`src/rtl/uart_vote_rx_pkg.sv`:
```
package uart_vote_rx_pkg;

  typedef enum logic [1:0] {
    RX_IDLE  = 2'd0,
    RX_START = 2'd1,
    RX_DATA  = 2'd2,
    RX_STOP  = 2'd3
  } rx_phase_e;

  localparam int unsigned NUM_RATES = 5;

  // Clocks per sample slot minus one, for a 16-slot bit.
  function automatic int unsigned slot_terminal(input int unsigned clk_hz,
                                                input int unsigned baud);
    return (clk_hz / (baud * 16)) - 1;
  endfunction

endpackage

```
`src/rtl/uart_vote_rx_sync.sv`:
```
module uart_vote_rx_sync #(
  parameter int unsigned STAGES = 2
) (
  input  logic clk,
  input  logic rst_n,
  input  logic rx_async,
  output logic line,
  output logic line_fall
);

  logic [STAGES:0] chain_q;
  logic [STAGES:0] chain_d;

  always_comb begin
    chain_d = {chain_q[STAGES-1:0], rx_async};
  end

  always_ff @(posedge clk or negedge rst_n) begin
    if (!rst_n) begin
      chain_q <= '1;
    end else begin
      chain_q <= chain_d;
    end
  end

  assign line      = chain_q[STAGES-1];
  assign line_fall = chain_q[STAGES] & ~chain_q[STAGES-1];

endmodule

```
`src/rtl/uart_vote_rx_rate.sv`:
```
module uart_vote_rx_rate
  import uart_vote_rx_pkg::*;
#(
  parameter int unsigned CLK_HZ = 50_000_000,
  parameter int unsigned RATE0  = 9600,
  parameter int unsigned RATE1  = 19200,
  parameter int unsigned RATE2  = 38400,
  parameter int unsigned RATE3  = 57600,
  parameter int unsigned RATE4  = 115200,
  parameter int unsigned DIV_W  = 9
) (
  input  logic [2:0]       baud_sel,
  output logic [DIV_W-1:0] terminal
);

  localparam logic [DIV_W-1:0] TERM0 = DIV_W'(slot_terminal(CLK_HZ, RATE0));
  localparam logic [DIV_W-1:0] TERM1 = DIV_W'(slot_terminal(CLK_HZ, RATE1));
  localparam logic [DIV_W-1:0] TERM2 = DIV_W'(slot_terminal(CLK_HZ, RATE2));
  localparam logic [DIV_W-1:0] TERM3 = DIV_W'(slot_terminal(CLK_HZ, RATE3));
  localparam logic [DIV_W-1:0] TERM4 = DIV_W'(slot_terminal(CLK_HZ, RATE4));

  always_comb begin
    unique case (baud_sel)
      3'd1:    terminal = TERM1;
      3'd2:    terminal = TERM2;
      3'd3:    terminal = TERM3;
      3'd4:    terminal = TERM4;
      default: terminal = TERM0;
    endcase
  end

endmodule

```
`src/rtl/uart_vote_rx_timer.sv`:
```
module uart_vote_rx_timer #(
  parameter int unsigned DIV_W  = 9,
  parameter int unsigned SLOTS  = 16,
  parameter int unsigned SLOT_W = $clog2(SLOTS)
) (
  input  logic              clk,
  input  logic              rst_n,
  input  logic              run,
  input  logic [DIV_W-1:0]  terminal,
  output logic              tick,
  output logic [SLOT_W-1:0] slot,
  output logic              bit_end
);

  localparam logic [SLOT_W-1:0] LAST_SLOT = SLOT_W'(SLOTS - 1);

  logic [DIV_W-1:0]  cnt_q, cnt_d;
  logic [SLOT_W-1:0] slot_q, slot_d;

  assign tick    = run && (cnt_q == terminal);
  assign bit_end = tick && (slot_q == LAST_SLOT);
  assign slot    = slot_q;

  always_comb begin
    cnt_d  = cnt_q;
    slot_d = slot_q;
    if (!run) begin
      cnt_d  = '0;
      slot_d = '0;
    end else if (tick) begin
      cnt_d  = '0;
      slot_d = (slot_q == LAST_SLOT) ? '0 : slot_q + 1'b1;
    end else begin
      cnt_d  = cnt_q + 1'b1;
    end
  end

  always_ff @(posedge clk or negedge rst_n) begin
    if (!rst_n) begin
      cnt_q  <= '0;
      slot_q <= '0;
    end else begin
      cnt_q  <= cnt_d;
      slot_q <= slot_d;
    end
  end

endmodule

```
`src/rtl/uart_vote_rx_voter.sv`:
```
module uart_vote_rx_voter #(
  parameter int unsigned SLOTS  = 16,
  parameter int unsigned WIN_LO = 6,
  parameter int unsigned WIN_HI = 12,
  parameter int unsigned SLOT_W = $clog2(SLOTS)
) (
  input  logic              clk,
  input  logic              rst_n,
  input  logic              run,
  input  logic              tick,
  input  logic [SLOT_W-1:0] slot,
  input  logic              bit_end,
  input  logic              sample,
  output logic              vote
);

  localparam int unsigned WIN_LEN = WIN_HI - WIN_LO + 1;
  localparam int unsigned THRESH  = WIN_LEN / 2 + 1;
  localparam int unsigned CNT_W   = $clog2(WIN_LEN + 1);

  logic [CNT_W-1:0] ones_q, ones_d;
  logic             in_win;
  logic             hit;

  assign in_win = (32'(slot) >= WIN_LO) && (32'(slot) <= WIN_HI);
  assign hit    = tick && in_win && sample;
  assign vote   = (32'(ones_q) + 32'(hit)) >= THRESH;

  always_comb begin
    ones_d = ones_q;
    if (!run || bit_end) begin
      ones_d = '0;
    end else if (hit) begin
      ones_d = ones_q + 1'b1;
    end
  end

  always_ff @(posedge clk or negedge rst_n) begin
    if (!rst_n) begin
      ones_q <= '0;
    end else begin
      ones_q <= ones_d;
    end
  end

endmodule

```
`src/rtl/uart_vote_rx.sv`:
```
module uart_vote_rx
  import uart_vote_rx_pkg::*;
#(
  parameter int unsigned CLK_HZ    = 50_000_000,
  parameter int unsigned RATE0     = 9600,
  parameter int unsigned RATE1     = 19200,
  parameter int unsigned RATE2     = 38400,
  parameter int unsigned RATE3     = 57600,
  parameter int unsigned RATE4     = 115200,
  parameter int unsigned DATA_BITS = 8,
  parameter int unsigned SLOTS     = 16,
  parameter int unsigned WIN_LO    = 6,
  parameter int unsigned WIN_HI    = 12,
  parameter int unsigned SYNC_LEN  = 2
) (
  input  logic                 clk,
  input  logic                 rst_n,
  input  logic                 rx_in,
  input  logic [2:0]           baud_sel,
  output logic [DATA_BITS-1:0] data_out,
  output logic                 done,
  output logic                 frame_error,
  output logic                 busy
);

  localparam int unsigned DIV_W  = $clog2(slot_terminal(CLK_HZ, RATE0) + 1);
  localparam int unsigned SLOT_W = $clog2(SLOTS);
  localparam int unsigned BIT_W  = $clog2(DATA_BITS);
  localparam logic [BIT_W-1:0] LAST_BIT = BIT_W'(DATA_BITS - 1);

  // Reset: asserted at once, released after two clean edges.
  logic [1:0] rst_sync_q;
  logic       rst_i;

  always_ff @(posedge clk or negedge rst_n) begin
    if (!rst_n) begin
      rst_sync_q <= 2'b00;
    end else begin
      rst_sync_q <= {rst_sync_q[0], 1'b1};
    end
  end
  assign rst_i = rst_sync_q[1];

  logic              line;
  logic              line_fall;
  logic [DIV_W-1:0]  terminal;
  logic              run;
  logic              tick;
  logic [SLOT_W-1:0] slot;
  logic              bit_end;
  logic              vote;

  uart_vote_rx_sync #(.STAGES(SYNC_LEN)) i_sync (
    .clk       (clk),
    .rst_n     (rst_i),
    .rx_async  (rx_in),
    .line      (line),
    .line_fall (line_fall)
  );

  uart_vote_rx_rate #(
    .CLK_HZ (CLK_HZ),
    .RATE0  (RATE0),
    .RATE1  (RATE1),
    .RATE2  (RATE2),
    .RATE3  (RATE3),
    .RATE4  (RATE4),
    .DIV_W  (DIV_W)
  ) i_rate (
    .baud_sel (baud_sel),
    .terminal (terminal)
  );

  uart_vote_rx_timer #(.DIV_W(DIV_W), .SLOTS(SLOTS), .SLOT_W(SLOT_W)) i_timer (
    .clk      (clk),
    .rst_n    (rst_i),
    .run      (run),
    .terminal (terminal),
    .tick     (tick),
    .slot     (slot),
    .bit_end  (bit_end)
  );

  uart_vote_rx_voter #(
    .SLOTS  (SLOTS),
    .WIN_LO (WIN_LO),
    .WIN_HI (WIN_HI),
    .SLOT_W (SLOT_W)
  ) i_voter (
    .clk     (clk),
    .rst_n   (rst_i),
    .run     (run),
    .tick    (tick),
    .slot    (slot),
    .bit_end (bit_end),
    .sample  (line),
    .vote    (vote)
  );

  rx_phase_e            phase_q, phase_d;
  logic [BIT_W-1:0]     bit_q, bit_d;
  logic [DATA_BITS-1:0] shift_q, shift_d;
  logic [DATA_BITS-1:0] data_q, data_d;
  logic                 done_q, done_d;
  logic                 ferr_q, ferr_d;

  assign run = (phase_q != RX_IDLE);

  always_comb begin
    phase_d = phase_q;
    bit_d   = bit_q;
    shift_d = shift_q;
    data_d  = data_q;
    done_d  = 1'b0;
    ferr_d  = 1'b0;
    unique case (phase_q)
      RX_IDLE: begin
        if (line_fall) begin
          phase_d = RX_START;
          bit_d   = '0;
        end
      end
      RX_START: begin
        if (bit_end) begin
          phase_d = vote ? RX_IDLE : RX_DATA;
        end
      end
      RX_DATA: begin
        if (bit_end) begin
          shift_d = {vote, shift_q[DATA_BITS-1:1]};
          bit_d   = bit_q + 1'b1;
          if (bit_q == LAST_BIT) begin
            phase_d = RX_STOP;
          end
        end
      end
      RX_STOP: begin
        if (bit_end) begin
          phase_d = RX_IDLE;
          data_d  = shift_q;
          done_d  = 1'b1;
          ferr_d  = ~vote;
        end
      end
      default: phase_d = RX_IDLE;
    endcase
  end

  always_ff @(posedge clk or negedge rst_i) begin
    if (!rst_i) begin
      phase_q <= RX_IDLE;
      bit_q   <= '0;
      shift_q <= '0;
      data_q  <= '0;
      done_q  <= 1'b0;
      ferr_q  <= 1'b0;
    end else begin
      phase_q <= phase_d;
      bit_q   <= bit_d;
      shift_q <= shift_d;
      data_q  <= data_d;
      done_q  <= done_d;
      ferr_q  <= ferr_d;
    end
  end

  assign data_out    = data_q;
  assign done        = done_q;
  assign frame_error = ferr_q;
  assign busy        = run;

endmodule

```
`config.mk`:
```
export PLATFORM = sky130hd
export DESIGN_NAME = uart_vote_rx
export DESIGN_NICKNAME = d
export VERILOG_FILES = /design/src/rtl/uart_vote_rx_pkg.sv /design/src/rtl/uart_vote_rx_sync.sv /design/src/rtl/uart_vote_rx_rate.sv /design/src/rtl/uart_vote_rx_timer.sv /design/src/rtl/uart_vote_rx_voter.sv /design/src/rtl/uart_vote_rx.sv
export SDC_FILE = /design/constraint.sdc
export NUM_CORES = 1
export LEC_CHECK = 0
export BUFFER_PORTS_ARGS = -buffer_cell sky130_fd_sc_hd__buf_2
export CAP_MARGIN = 20
export CORE_AREA = 4 4 90 71
export CTS_BUF_LIST = sky130_fd_sc_hd__clkbuf_8
export CTS_CLUSTER_DIAMETER = 150
export DETAILED_ROUTE_END_ITERATION = 7
export DIE_AREA = 0 0 94 75
export GPL_ROUTABILITY_DRIVEN = 0
export PLACE_DENSITY = 0.62
export SYNTH_ARGS = -nofsm -noshare
export SYNTH_HDL_FRONTEND = slang
export SYNTH_SLANG_ARGS = --single-unit
```
`constraint.sdc`:
```
create_clock -name clk -period 1.7 [get_ports clk]
set_input_delay 0.17 -clock clk [delete_from_list [all_inputs] [get_ports clk]]
set_output_delay 0.17 -clock clk [all_outputs]
set_load 0.02 [all_outputs]
```
; Word-level counts from Yosys, hierarchy flattened
; Cells that the tools add are included.
[op_classes]
n_lt_le_gt_ge = 3
reduce_logical = 15
n_addsub = 5
bitwise_logic = 3
mux = 22
n_eq_ne = 16
[op_table]
columns = cell, count
row1 = 9-bit one-hot mux with 4 select lines, 1
row2 = 32-bit by 3-bit >= comparator with 1-bit output (second input constant), 1
row3 = 9-bit two-way mux, 2
row4 = 2-bit two-way mux, 6
row5 = 3-bit two-way mux, 4
row6 = 4-bit two-way mux, 3
row7 = 9-bit by 1-bit adder with 9-bit output (second input constant), 1
row8 = 9-bit == test, 1
row9 = 2-bit by 1-bit inequality test with 1-bit output (second input constant), 4
row10 = 2-bit one-hot mux with 4 select lines, 1
row11 = 3-bit by 1-bit adder with 3-bit output (second input constant), 2
row12 = 3-bit by 2-bit == test with 1-bit output (second input constant), 2
row13 = 3-bit == test (second input constant), 2
row14 = 3-bit one-hot mux with 2 select lines, 1
row15 = 2-bit nonzero test, 3
row16 = 1-bit logical AND, 5
row17 = 5-bit AND reduction, 1
row18 = 3-bit by 1-bit adder with 4-bit output, 1
row19 = 4-bit by 1-bit adder with 4-bit output (second input constant), 1
row20 = 2-bit == test (second input constant), 2
row21 = 4-bit == test (second input constant), 1
row22 = 4-bit by 3-bit >= comparator with 1-bit output (second input constant), 1
row23 = 4-bit <= comparator (second input constant), 1
row24 = 1-bit two-way mux, 4
row25 = 10 further kinds, 13
[totals]
inputBits = 6
elab_cells = 75
regBits = 44
output_inout_bits = 11

; Logic depth before layout (Yosys ltp)
[logic_depth]
depth_word = 11
ltp_mapped = 8
mapped_depth_nobuf = 8

; Cells and area by module
; From an unflattened synthesis, not the netlist that was laid out.
[hier_totals]
hier_cells = 185
hier_area_um2 = 2219.6
[by_module_without_submodules]
columns = mod, n_inst, seq_area_each_um2, area_per_inst_um2, cells_per_inst
row1 = uart_vote_rx, 1, 625.6, 1036.0, 71
row2 = uart_vote_rx_timer, 1, 325.3, 807.0, 78
row3 = uart_vote_rx_voter, 1, 75.1, 191.4, 20
row4 = uart_vote_rx_rate, 1, 0.0, 92.6, 12
row5 = uart_vote_rx_sync, 1, 78.8, 92.6, 4

; Worst setup path before layout
; OpenSTA, ideal clock, no wires.
[synth_path]
kind = register -> register
startpoint = reg i_timer.cnt_q[2]
endpoint = reg data_q[0] (netlist: data_out[0])
slack_ns = -0.406
t_required_ns = 1.575
setup_ns = 0.125
path_buffers = 2
t_arrival_ns = 1.981
stages_incl_launch_ff = 9
period_less_slack_ns = 2.106
path_cell_list = dfrtp_1 > buf_2 > or2b_1 > a311o_1 > or2_1 > and4_1 > buf_6 > nand4_4 > mux2_4
[synth_between]
elab_chain_cells = 4
[synth_lines]
columns = element, line
row1 = from (decl), uart_vote_rx_timer.sv:17  ; logic [DIV_W-1:0] cnt_q, cnt_d;
row2 = from (signal assigned), uart_vote_rx_timer.sv:43  ; cnt_q <= cnt_d;
row3 = 9-bit == test, uart_vote_rx_timer.sv:20  ; assign tick = run && (cnt_q == terminal);
row4 = 1-bit logical AND, uart_vote_rx_timer.sv:20
row5 = 1-bit logical AND, uart_vote_rx_timer.sv:21  ; assign bit_end = tick && (slot_q == LAST_SLOT);
row6 = 2-bit AND reduction (no source line), --
row7 = to (signal assigned), uart_vote_rx.sv:161  ; data_q <= data_d;
row8 = to (decl), uart_vote_rx.sv:103  ; logic [DATA_BITS-1:0] data_q, data_d;
; Every way passes these cells.
; A chain may end at the register's enable or synchronous reset.

; Worst setup path after layout
[layout_path]
startpoint = reg i_timer.cnt_q[5]
endpoint = reg ferr_q (netlist: frame_error)
[layout_between]
elab_chain_cells = 9
word_cells_on_any_way = 10
cone_classes = add/sub: 1 / order compare: 1 / eq/ne: 1 / mux: 2 / bitwise: 1 / reduce/logical: 4
[layout_lines]
columns = element, line
row1 = 9-bit == test *, uart_vote_rx_timer.sv:20
row2 = 1-bit logical AND *, uart_vote_rx_timer.sv:20
row3 = 1-bit logical AND (2 in a row), uart_vote_rx_voter.sv:26  ; assign hit = tick && in_win && sample;
row4 = 3-bit by 1-bit adder with 4-bit output, uart_vote_rx_voter.sv:27  ; assign vote = (32'(ones_q) + 32'(hit)) >= THRESH;
row5 = 32-bit by 3-bit >= comparator with 1-bit output, uart_vote_rx_voter.sv:27
row6 = 1-bit inverter, uart_vote_rx.sv:142  ; ferr_d = ~vote;
row7 = 1-bit two-way mux *, uart_vote_rx.sv:138  ; if (bit_end) begin
row8 = 1-bit two-way mux *, uart_vote_rx.sv:116  ; unique case (phase_q)
row9 = net ferr_d, uart_vote_rx.sv:105  ; logic ferr_q, ferr_d;
row10 = to (signal assigned), uart_vote_rx.sv:163  ; ferr_q <= ferr_d;
row11 = to (decl), uart_vote_rx.sv:105
; Mark *: on every way through the listed nets, which the timed path passes. The rest lies on a longest branch.

==> results.py <==
metrics = {
    "clock_tree": {
        "h-tree-depth": 2,
        "clockBufferDepth": 2,
        "root_buffer": "clkbuf_8",
        "clock_latency_ns": 0.29,
        "cts_tree": "built",
        "cts.clk_slew.worst_paths_ns": 0.08,
        "cts_inserted_buffers": 5,
        "clock_sinks": 44,
    },
    "synth": {
        "syn-instance-count": 200,
        "synth.most_common_cell": "dfrtp_1",
        "synth-async-reset-ratio_pct": 100,
        "synth_edf_count": 0,
        "synth_seq_cells": 44,
        "syn_avg_cell_area_um2": 11.2,
        "yosysSeqAreaShare_pct": 49.2,
        "syn_area_um2": 2240,
        "ys_types": 54,
        "synth_nets": 212,
        "synth_top_area_share_pct": 45.7,
        "yosys.area.top_type": "dfrtp_1",
        "synth_warnings": 0,
        "synth_common_cells": "41 x dfrtp_1, 18 x nor2_1, 10 x nand2_1, 9 x a21oi_1, 8 x mux2_4",
        "synthFlopType": "dfrtp_1",
        "synthTopCellsByArea": "dfrtp_1 46%, mux2_4 5.4%, dfstp_2 3.5%",
    },
    "placed_design": {
        "dpl.hpwl_mm": 3.24,
        "dpl_worst_slack_ns": -0.399,
        "portBuffers": 16,
    },
    "cells_and_area": {
        "area_delta_synth_final_pct": 27.0,
        "utilization_pct": 51.0,
        "ff_latch_area_um2": 1110,
        "multi_input_area_um2": 1160,
        "diodes": 0,
        "fillers": 499,
        "nets": 261,
        "final_layout_size_suffix_gt1_share_pct": 40.0,
    },
    "pwr": {
        "leakage_uw": 0.00138,
        "p_per_area_nw_per_um2": 990,
        "vdd_drop_max_mv": 0.642,
    },
    "sta": {
        "holdWs_ns": 0.178,
        "rsz0062_at_grt": "yes",
        "finalSetupViolCount": 39,
        "setup_slack_ns": -0.270,
        "period_minus_slack_ns": 1.97,
        "report.final.slew_viol_count": 0,
        "clock_skew_ns": 0.00437,
        "period_share_pct": 116,
        "finalHoldViolations": 0,
        "fmax_mhz": 508,
    },
    "worst_setup_path": {
        "critPathLaunchType": "flop",
        "critPathRequiredTime_ns": 1.94,
        "crit_path_max_incr_delay_ns": 0.43,
        "critical_path.max_fanout": 5,
        "rr_worst_depth": 7,
        "r2r_slack_ns": -0.27,
        "slowest_stage": "dfrtp_1",
        "worstReg2RegStart": "i_timer.cnt_q[5]",
        "cp.arrival_ns": 2.21,
        "endpoint_kind": "flop",
        "path_cells": "nor4bb_1, o21ai_1, o41ai_2, nand4_1, buf_6, nor4_2, buf_4",
        "crit_type": "reg -> reg",
        "cp-startpoint": "i_timer.cnt_q[5]",
        "r2r_end": "frame_error",
    },
    "routing": {
        "wl_per_cell_um": 13.6,
        "dr.pass1.iters": 4,
        "drt_iter0_drc": 86,
        "num_vias": 1655,
        "ant_nets": 0,
        "drcViolationCount": 0,
        "viasPerCell": 5.05,
        "drt_wl_total_mm": 4.48,
    },
    "die": {
        "core_um2": 5590,
        "die_w_um": 94,
        "initial_core_util_pct": 40.2,
        "boundaryPins": 17,
        "die-area_um2": 7050,
        "row_count": 24,
        "die_y_um": 75,
    },
    "run": {
        "cap_viol_max_count": 0,
    },
    "global_routing": {
        "overflow": 0,
        "grt_max_degree": 23,
        "gr-usage-all-layers_pct": 14.0,
        "grt_antenna_before_repair": 0,
        "grt_pass1_vias": 1617,
        "grt_pass1_wl_mm": 7.60,
    },
    "status": {
        "violations": "setup timing",
        "outcome": "finished with violations",
    },
    "hold_path": {
        "min_path_type": "in -> async",
    },
}
==> state kept, by name, indices dropped and copies added (netlist names), named ones only <==
name / cells
data_out: 8
i_timer.slot: 4
i_timer.cnt_q: 9
i_voter.ones_q: 3
frame_error: 1
bit_q: 3
shift_q: 8
rst_sync_q: 2
done: 1
i_sync.chain_q: 3
phase_q: 1
==> through the flow <==
step	TNS, ns	power [uW]	area [um^2]	instances
global route	-11.17	3000	2850	328
CTS	-8.16	2810	2800	327
floorplan	-4.72	1770	2280	200
global placement	-7.50	2060	2630	315
finish	-7.59	2820	2850	328
detailed placement	-9.77	2080	2630	315
==> cell families (layout without fill, tap and decap cells) <==
kind of cell | Yosys count | in the layout | share of synthesized area [%]
xor+xnor | 9 | 9 | 3.51
flops | 44 | 44 | 49.2
compound gates | 35 | 35 | 11.0
simple gates | 75 | 75 | 20.0
buf+inv | 13 | 63 | 3.07
fa+ha+maj | 6 | 6 | 3.34
mux | 17 | 17 | 9.76
other cells | 1 | 1 | 0.167
==> layout by cell type (no fill, tap or decap), drive strengths merged, types with 6 or more instances in the layout <==
cell type | Yosys | routed
nand3 | 6 | 6
nor2 | 18 | 18
buf | 6 | 49
ha | 6 | 6
nand2 | 10 | 10
xor2 | 6 | 6
o21ai | 7 | 7
mux2 | 15 | 15
nand4 | 7 | 7
dfrtp | 41 | 41
clkbuf | 3 | 6
a21oi | 9 | 9
==> what timing repair did <==
item                                   4_1_cts  5_1_grt
cloned                                       0        1
gates resized for setup                     14       11
setup endpoints to repair                   39       39
endpoints found under the hold margin        3        0
pin swaps                                   12        6
buffers inserted                             3        0
hold buffers                                 2        0
==> how the worst max path moves through the flow <==
| stage | to | slack [ns] | depth (start not counted) |
|---|---|---|---|
| 2_1_floorplan | data_out[0] | -0.33 | 8 |
| 3_3_place_gp | i_voter.ones_q[2] | -0.30 | 6 |
| 3_5_place_dp | i_voter.ones_q[2] | -0.40 | 6 |
| 4_1_cts | data_out[6] | -0.31 | 6 |
| 5_1_grt | frame_error | -0.37 | 7 |
| 6_report | frame_error | -0.27 | 7 |
==> where the power goes <==
group	switching, uW	total [uW]	internal (uW)
combinational	372	826	455
sequential	150	1320	1170
clock	349	674	324
total	871	2820	1950
==> layer usage <==
layer | track usage, % | wire length [um] | share of wire, % | vias to the layer above
met5 | 0 | 0 | 0 | -
met4 | 3.53 | 34 | 0.76 | 0
met3 | 4.20 | 215 | 4.8 | 4
met2 | 21.1 | 1950 | 43 | 29
met1 | 19.9 | 2280 | 51 | 802
li1 | - | - | - | 820
==> area by class of cell <==
cell class	instances	area share, %
clock buffers	6	2.90
clock inverters	2	0.351
inverters	4	0.527
multi-input cells	143	40.7
flip-flops and latches	44	38.9
well taps	78	3.42
repair buffers	51	13.2
==> critical path: cells and delay by family, from the launching register on <==
kind,cells,cell delay [ns]
flops,1,0.43
simple gates,3,0.88
buf+inv,2,0.39
compound gates,2,0.22
Power figures use the tool's default switching activity.
